[src/rtl/uopq_pkg.sv]
// Shared constants and types for the micro-op issue buffer.
// Assumes a 21-bit micro-op whose top six bits are the opcode.
package uopq_pkg;
    localparam int UOP_W = 21;
    localparam int OPC_W = 6;

    typedef struct packed {
        logic             eoi;
        logic [UOP_W-1:0] uop;
    } slot_t;

    localparam slot_t NOP_SLOT = '0;
endpackage

[src/rtl/uopq_lane.sv]
// One storage lane: a small register array written at one index and read at another.
// Assumes the caller handles pointers and occupancy; reads are combinational.
module uopq_lane
    import uopq_pkg::*;
#(
    parameter int DEPTH = 4,
    localparam int AW = $clog2(DEPTH)
) (
    input  logic          clk,
    input  logic          we,
    input  logic [AW-1:0] waddr,
    input  slot_t         wdata,
    input  logic [AW-1:0] raddr,
    output slot_t         rdata
);
    slot_t mem [DEPTH];

    // Store the incoming slot at the write index.
    always_ff @(posedge clk) begin
        if (we) mem[waddr] <= wdata;
    end

    // Present the slot at the read index.
    always_comb rdata = mem[raddr];
endmodule

[src/rtl/uopq_rotor.sv]
// Lane rotation pointer: steps through lanes 0..LANES-1 on each accepted micro-op.
// Returns to lane 0, and releases the group, on the last lane or on an end mark.
// Assumes fire is never high during flush.
module uopq_rotor #(
    parameter int LANES = 4,
    localparam int LW = $clog2(LANES)
) (
    input  logic          clk,
    input  logic          rst_n,
    input  logic          flush,
    input  logic          fire,
    input  logic          eoi,
    output logic [LW-1:0] ptr,
    output logic          pop
);
    logic [LW-1:0] ptr_q;
    logic          at_end;

    // Detect the end of the current group.
    always_comb begin
        at_end = (ptr_q == LW'(LANES - 1));
        pop    = fire && (eoi || at_end);
        ptr    = ptr_q;
    end

    // Advance or restart the rotation.
    always_ff @(posedge clk) begin
        if (!rst_n || flush)  ptr_q <= '0;
        else if (fire)        ptr_q <= pop ? '0 : ptr_q + LW'(1);
    end

    AST_EOI_RESTART: assert property (@(posedge clk) disable iff (!rst_n)
        fire && eoi |=> ptr_q == '0);
    AST_STEP_ORDER: assert property (@(posedge clk) disable iff (!rst_n)
        fire && !eoi && !at_end && !flush |=> ptr_q == $past(ptr_q) + LW'(1));
    AST_FLUSH_ROTOR: assert property (@(posedge clk) disable iff (!rst_n)
        flush |=> ptr_q == '0);
endmodule

[src/rtl/uopq_top.sv]
// Multi-lane micro-op issue buffer: one group of up to LANES micro-ops in per cycle,
// one micro-op out per cycle in lane order. Padding is skipped after an end mark.
// Assumes in_last < LANES and DEPTH >= 2.
module uopq_top
    import uopq_pkg::*;
#(
    parameter int LANES = 4,
    parameter int DEPTH = 4,
    localparam int LW = $clog2(LANES),
    localparam int AW = $clog2(DEPTH)
) (
    input  logic                   clk,
    input  logic                   rst_n,
    input  logic                   flush,
    input  logic                   in_valid,
    input  logic [LANES*UOP_W-1:0] in_uops,
    input  logic [LW-1:0]          in_last,
    input  logic                   in_eoi,
    output logic                   in_full,
    output logic                   out_valid,
    output logic [UOP_W-1:0]       out_uop,
    output logic                   out_eoi,
    input  logic                   out_ready
);
    logic [AW-1:0] wr_q, rd_q;
    logic [AW:0]   occ_q;
    logic          push, fire, pop;
    logic [LW-1:0] ptr;
    slot_t         wslot [LANES];
    slot_t         rslot [LANES];
    slot_t         sel;

    // Accept, present and handshake decisions.
    always_comb begin
        in_full   = (occ_q == (AW+1)'(DEPTH));
        push      = in_valid && !in_full && !flush;
        out_valid = (occ_q != '0) && !flush;
        fire      = out_valid && out_ready;
        sel       = rslot[ptr];
        out_uop   = sel.uop;
        out_eoi   = sel.eoi;
    end

    for (genvar i = 0; i < LANES; i++) begin : g_lane
        // Build the slot for lane i: a real micro-op or NOP padding.
        always_comb begin
            if (LW'(i) <= in_last) begin
                wslot[i].uop = in_uops[i*UOP_W +: UOP_W];
                wslot[i].eoi = in_eoi && (LW'(i) == in_last);
            end else begin
                wslot[i] = NOP_SLOT;
            end
        end

        uopq_lane #(.DEPTH(DEPTH)) u_lane (
            .clk   (clk),
            .we    (push),
            .waddr (wr_q),
            .wdata (wslot[i]),
            .raddr (rd_q),
            .rdata (rslot[i])
        );
    end

    uopq_rotor #(.LANES(LANES)) u_rotor (
        .clk   (clk),
        .rst_n (rst_n),
        .flush (flush),
        .fire  (fire),
        .eoi   (sel.eoi),
        .ptr   (ptr),
        .pop   (pop)
    );

    // Group pointers and occupancy shared by all lanes.
    always_ff @(posedge clk) begin
        if (!rst_n || flush) begin
            wr_q  <= '0;
            rd_q  <= '0;
            occ_q <= '0;
        end else begin
            if (push) wr_q <= (wr_q == AW'(DEPTH - 1)) ? '0 : wr_q + AW'(1);
            if (pop)  rd_q <= (rd_q == AW'(DEPTH - 1)) ? '0 : rd_q + AW'(1);
            occ_q <= occ_q + (AW+1)'(push) - (AW+1)'(pop);
        end
    end

    AST_NO_OVERFLOW: assert property (@(posedge clk) disable iff (!rst_n)
        occ_q <= (AW+1)'(DEPTH));
    AST_FULL_BLOCKS: assert property (@(posedge clk) disable iff (!rst_n)
        in_full && !pop |=> in_full || $past(flush));
    AST_STALL_HOLD: assert property (@(posedge clk) disable iff (!rst_n)
        out_valid && !out_ready |=> flush || (out_valid && $stable(out_uop) && $stable(out_eoi)));
    AST_FLUSH_EMPTY: assert property (@(posedge clk) disable iff (!rst_n)
        flush |=> !out_valid && !in_full);
    AST_FILL_LATENCY: assert property (@(posedge clk) disable iff (!rst_n)
        !out_valid && !flush && push |=> out_valid || flush);
endmodule

[config.mk]
export PLATFORM = sky130hd
export DESIGN_NAME = uopq_top
export DESIGN_NICKNAME = d
export VERILOG_FILES = /design/src/rtl/uopq_pkg.sv /design/src/rtl/uopq_lane.sv /design/src/rtl/uopq_rotor.sv /design/src/rtl/uopq_top.sv
export SDC_FILE = /design/constraint.sdc
export NUM_CORES = 1
export LEC_CHECK = 0
export BUFFER_PORTS_ARGS = -buffer_cell sky130_fd_sc_hd__clkbuf_2
export CORE_MARGIN = 5
export CORE_UTILIZATION = 25
export CTS_CLUSTER_SIZE = 12
export DETAILED_ROUTE_END_ITERATION = 7
export RECOVER_POWER = 100
export SETUP_SLACK_MARGIN = 0.1
export SYNTH_ARGS = -nofsm -noshare
export SYNTH_HDL_FRONTEND = slang
export SYNTH_SLANG_ARGS = --single-unit
[constraint.sdc]
create_clock -name clk -period 8.55 [get_ports clk]
set_clock_uncertainty 0.2 [all_clocks]
set_input_delay 1.2825 -clock clk [delete_from_list [all_inputs] [get_ports clk]]
set_output_delay 1.2825 -clock clk [all_outputs]
set_load 0.03 [all_outputs]
==> metrics, run 1 <==
status=complete, but fails checks; failing checks=max-capacitance violations, max-slew violations; Comb pwr share=3.7%; CTS tree=done; layout cells sized above 1=29.9%; syn_nets=746; Max IR drop VDD=0.114 mV; post-DP HPWL=18.9 mm; die width=249 um; # DRC=0; P&R area growth vs syn=18.3%; vias=6806; post-synth top area share=74.1%; Yosys cell types=35; final hold vios=0; HP Start=u_rotor.ptr[0]; die area=61900 sq um; fin util=29.9%; critical path class=in -> reg; post-CTS setup repair buffer count=0; r2r setup slk=3.18 ns; routed len/inst=20.7 um; Critical Path RT=8.61 ns; core area=56500 sq um; Net Switching=0.759 mW; Syn Area/Cell=22.1 sq um; worst relative slew slack=-110%; Hold-fix buffers, CTS=0; initial antenna violation count=4; Clk pwr share=43.0%; P_int=2.98 mW; ranking of synthesized cells by area=edfxtp_1 74%, mux4_2 17%, dfxtp_1 1.5%; Synth Cell Area=14300 sq um; Reg2Reg Launch Point=occ_q[1]; critical path arrival=6.08 ns; Hold WS=0.289 ns; Nets=880; Sw Ratio=20.3%; std cell rows=87; sequential area share after synthesis=75.6%; Slew Viols, Final=307; Seq pwr share=53.3%; most frequent cell after synthesis=edfxtp_1; first-pass detailed-route iteration total=4; Post-synth top flop=edfxtp_1; CP Capture Type=flop; largest net degree at the start of global routing=58; Die H=249 um; clk buf depth=3; worst min-delay path class=reg -> reg; Overall Global Routing Usage=10.3%; CP max FO=46; clock sink count=363; initial core utilization=25.2%; Seq cells post-synth=363; vias in the first global route=7608; EDFF count, synth=352; Critical Path Source Type=input port; DR vias/cell=4.35; Critical path origin=in_last[1]; Port Buffers=115; PostCTS Resize Cnt=0; Final TNS setup=0 ns; root buf cell=clkbuf_16; Max Cap Viol=8; Cell Pwr Density=221 nW/um^2; synth cell count leaders=352 x edfxtp_1, 106 x mux4_2, 28 x and2_1; Final Critical Period=6.03 ns; P_leak=5.26 nW; clock transition at the registers of the reported paths=0.06 ns; # setup viols final=0; initial drt markers=409; period utilization=70.5%; fraction of registers with async set/reset=0%; RSZ-0062 raised after global routing=false; H-tree Lvls=2; Synth area leader=edfxtp_1; worst skew pair latency=0.53 ns; DRT Wirelength=32.3 mm; Routed Antenna Nets=0; synth warn=0; Worst Tran Pin Value=3.15 ns; TritonCTS buffer count=40; first-pass GRT wire length=49.0 mm; num ports=116; Syn Inst Count=645; Design Power=3.74 mW; grt ovf=0; Max Freq=166 MHz; Final Wtd Congestion=0.722
==> critical path, cell delays in order <==
cell and delay, ns:
clkbuf_2 0.07, clkbuf_1 2.01, nor2_1 1.94, and2_0 0.72
==> placed cells by master (no fill, tap or decap), drive strengths merged <==
cell	count
o22ai	2
diode	2
mux2	4
or3	3
nor2	9
fa	1
bufinv	2
buf	9
inv	9
mux4	106
or2	2
mux2i	6
and3	23
ha	8
o32a	1
clkinvlp	2
a21oi	5
and2	28
nand2b	4
nor3b	1
xnor2	1
and3b	1
o21ai	1
clkbuf	171
clkinv	8
o32ai	1
edfxtp	352
dfxtp	11
or4	1
nor2b	22
xor2	1
nand3	1
nand2	9
==> through the flow <==
stage | area, sq um | setup WS [ns] | std cells
after floorplan | 14300 | 4.26 | 645
after global placement | 15800 | 4.24 | 1493
after detailed placement | 15800 | 4.25 | 1493
after CTS | 17000 | 3.63 | 1561
after global routing | 16900 | 1.95 | 1561
final | 16900 | 2.52 | 1563
==> layout make-up <==
| cell class | count | area (sq um) |
|---|---|---|
| inverter | 7 | 26.3 |
| clock inverter | 14 | 125 |
| sequential | 363 | 10800 |
| fill | 5512 | 39600 |
| tap | 756 | 946 |
| multi-input combinational | 241 | 3300 |
| clock buffer | 54 | 1070 |
| timing repair buffer | 126 | 596 |
| antenna | 2 | 5.00 |
==> path summary, 6_finish.rpt <==
kind | to | cells after the start
min | u_rotor.ptr[0] | 2
min reg2reg | u_rotor.ptr[0] | 2
max reg2reg | g_lane[1].u_lane.mem[0][7] | 5
max | g_lane[0].u_lane.mem[0][21] | 4
==> power by group through the flow <==
stage	clock network [mW]	logic (mW)	registers, mW
after floorplan	0	0.0786	2.03
after global placement	0	0.143	2.03
after detailed placement	0	0.146	2.03
after CTS	1.67	0.146	1.99
after global routing	1.74	0.152	1.99
final	1.61	0.138	1.99
==> metal layers <==
layer / up-vias / track usage (%) / routed length, um / part of all wire [%]
li1: 2947 / - / - / -
met1: 3624 / 13.8 / 14400 / 45
met2: 187 / 17.0 / 15500 / 48
met3: 48 / 2.67 / 1740 / 5.4
met4: 0 / 2.52 / 617 / 1.9
met5: - / 0 / 0 / 0
==> sequential cells by signal (all words and copies together), names as in the netlist, named ones only <==
| name | flops |
|---|---|
| u_rotor.ptr | 2 |
| occ_q | 3 |
| rd_q | 2 |
| g_lane.u_lane.mem | 352 |
| wr_q | 2 |
==> cell families (layout without fill, tap and decap cells) <==
logic type,after synthesis,in the layout,share of synthesized area [%]
adders and majority gates,9,9,0.842
muxes,116,116,17.5
AOI/OAI and AO/OA,10,10,0.430
DFF,363,363,75.6
other,0,2,0
and+or+nand+nor,104,104,4.27
xor gates and xnor gates,2,2,0.123
buffers and inverters,41,201,1.18
Power figures use the tool's default switching activity.
==> run 2: changes to the inputs <==
--- a/config.mk
+++ b/config.mk
@@ -5,6 +5,7 @@
 export SDC_FILE = /design/constraint.sdc
 export NUM_CORES = 1
 export LEC_CHECK = 0
+export ABC_AREA = 1
 export BUFFER_PORTS_ARGS = -buffer_cell sky130_fd_sc_hd__clkbuf_2
 export CORE_MARGIN = 5
 export CORE_UTILIZATION = 25
==> constraint.sdc (replaced) <==
create_clock -name clk -period 6.2 [get_ports clk]
set_clock_uncertainty 0.2 [all_clocks]
set_input_delay 0.93 -clock clk [delete_from_list [all_inputs] [get_ports clk]]
set_output_delay 0.93 -clock clk [all_outputs]
set_load 0.03 [all_outputs]
==> run 2 against run 1 <==
Against the previous run: the flow still finishes with violations (max-capacitance violations, max-slew violations); setup slack worse by 1.5 ns; via count is 40% higher; register-to-register slack got worse by 2.2 ns; critical path type is now reg -> reg; non-clock buffer count up 9; wire length grew 25%; utilization fell by 0.44 points; cell count is 31% higher.
==> metrics, run 2 <==
status=complete, but fails checks; failing checks=max-capacitance violations, max-slew violations; Max Freq=192 MHz; worst path cell trace=nor3_1, nand3b_1, nor2_1, clkbuf_1; ranking of synthesized cells by area=edfxtp_1 72%, nor2_1 5.8%, o21ai_0 5.7%; grt ovf=0; Synth area leader=edfxtp_1; M3 GR Usage=2.70%; EDFF count, synth=352; commonest non-fill, non-tap cells in the layout=352 x edfxtp_1, 225 x nor2_1, 167 x o21ai_0; P&R area growth vs syn=16.2%; fin cells=2049; Area after DPL=16100 sq um; Syn Inst Count=1168; XOR/XNOR share of the synthesized area=0.0596%; die width=252 um; # setup viols final=0; Final Critical Period=5.21 ns; critical path class=reg -> reg; root buf cell=clkbuf_16; fraction of registers with async set/reset=0%; worst relative slew slack=-87.3%; largest family of logic cells by synthesized area=compound AO/OA/AOI/OAI gates; routed len/inst=19.8 um; period utilization=84.1%; max FFs per register=352; layout cells sized above 1=10.9%; DR vias/cell=4.64; Die H=252 um; # DRC=0; vias=9508; synthesized-area fraction occupied by adder cells=0.817%; Comb pwr share=3.9%; Cell Pwr Density=292 nW/um^2; Port Buffers=115; Setup WS post-layout=0.986 ns; mux cell area share after synthesis=0%; vias in the first global route=9353; PostCTS Resize Cnt=0; Hold-fix buffers, CTS=0; Worst Tran Pin Value=2.81 ns; largest reg by FF count=g_lane.u_lane.mem; initial antenna violation count=8; RSZ-0062 raised after global routing=false; initial drt markers=690; first-pass GRT wire length=59.9 mm; Hold WS=0.341 ns; Routed Antenna Nets=0; H-tree Lvls=2; post-DP HPWL=24.2 mm; Cells after DPL=1991; Fill cells=5825; synth cell count leaders=352 x edfxtp_1, 226 x nor2_1, 167 x o21ai_0; core area=58000 sq um; met2 Track Usage GR=19.6%; Max IR drop VDD=0.199 mV; worst r2r path cells=4; Overall Global Routing Usage=12.3%; worst min-delay path class=reg -> reg; Final Cell Area=17100 sq um; clk buf depth=3; fin util=29.4%; Critical Path RT=6.08 ns; Seq cells post-synth=363; Slowest-stage cell, CP=clkbuf_1; Net Switching=1.02 mW; synth warn=0; Seq pwr share=55.0%; P_leak=5.99 nW; met1 usage in global routing=16.6%; Sw Ratio=20.4%; Nets=1366; Slew Viols, Final=284; Post-Synth Simple-Gate Area=9.52%; sequential area share after synthesis=73.4%; clock sink count=363; Final TNS setup=0 ns; DRT Wirelength=40.5 mm; Design Power=4.99 mW; final hold vios=0; Worst Hold Depth=2; Max Cap Viol=8; commonest non-fill, non-tap cell in the layout=edfxtp_1; largest net degree at the start of global routing=102; TritonCTS buffer count=37; Post-synth top flop=edfxtp_1; first-pass detailed-route iteration total=5; dpl ws=2.00 ns; compound-gate portion of the synthesized area=11.4%; clock transition at the registers of the reported paths=0.06 ns; syn_nets=1269; num ports=116; Storage cell area=10800 sq um; largest stage delay on the critical path=1.89 ns; CP max FO=38; post-synth top area share=71.9%; P_int=3.97 mW; worst skew pair latency=0.53 ns; most frequent cell after synthesis=edfxtp_1; Clk pwr share=41.1%; CP Capture Type=flop; die area=63800 sq um; initial core utilization=25.3%; post-CTS setup repair buffer count=0; Yosys cell types=30; Synth Cell Area=14700 sq um; std cell rows=88; critical path arrival=5.10 ns; Final Wtd Congestion=0.744; Critical Path Source Type=flop; GRT Max-Usage Layer=met2; CTS tree=done; area of the multi-input gates=3210 sq um; Syn Area/Cell=12.6 sq um; top flop regs=g_lane.u_lane.mem x352, occ_q x3
-- run 2: power by group through the flow --
stage	clock network (mW)	logic, mW	registers [mW]
final	2.05	0.194	2.74
after global routing	2.19	0.216	2.75
after CTS	2.09	0.205	2.74
after detailed placement	0	0.204	2.79
after global placement	0	0.200	2.79
after floorplan	0	0.100	2.80
-- run 2: layout make-up --
class                           instances  area share [%]
Multi-Input combinational cell        633            18.8
Tap cell                              765            5.61
Sequential cell                       363            63.2
Timing Repair Buffer                  135            3.95
Clock buffer                           48            5.97
Antenna cell                            4          0.0586
Inverter                               95            2.11
Clock inverter                          6           0.322
-- run 2: final timing paths --
check,slack (ns),end,from
worst max register to register,0.99,g_lane[2].u_lane.mem[2][12],occ_q[1]
worst min register to register,0.34,flop,rd_q[0]
worst min-delay path,0.34,flop,rd_q[0]
worst max-delay path,0.99,g_lane[2].u_lane.mem[2][12],occ_q[1]
-- run 2: cell families after synthesis --
kind of cell | count (synthesis)
AO/OA/AOI/OAI | 272
buffers and inverters | 172
flip-flops | 363
adder cells (fa/ha/maj) | 9
XOR/XNOR | 1
AND/OR/NAND/NOR | 351
-- run 2: per-layer routing --
metal / up-vias / part of all wire [%]
li1: 4406 / -
met1: 4750 / 43
met2: 283 / 47
met3: 61 / 6.5
met4: 8 / 2.9
met5: - / 0.12
-- run 2: critical path, delay by kind of cell, from the launching register on --
family,cells,cell delay (ns)
flops,1,0.42
buf+inv,1,1.89
simple gates,3,2.21
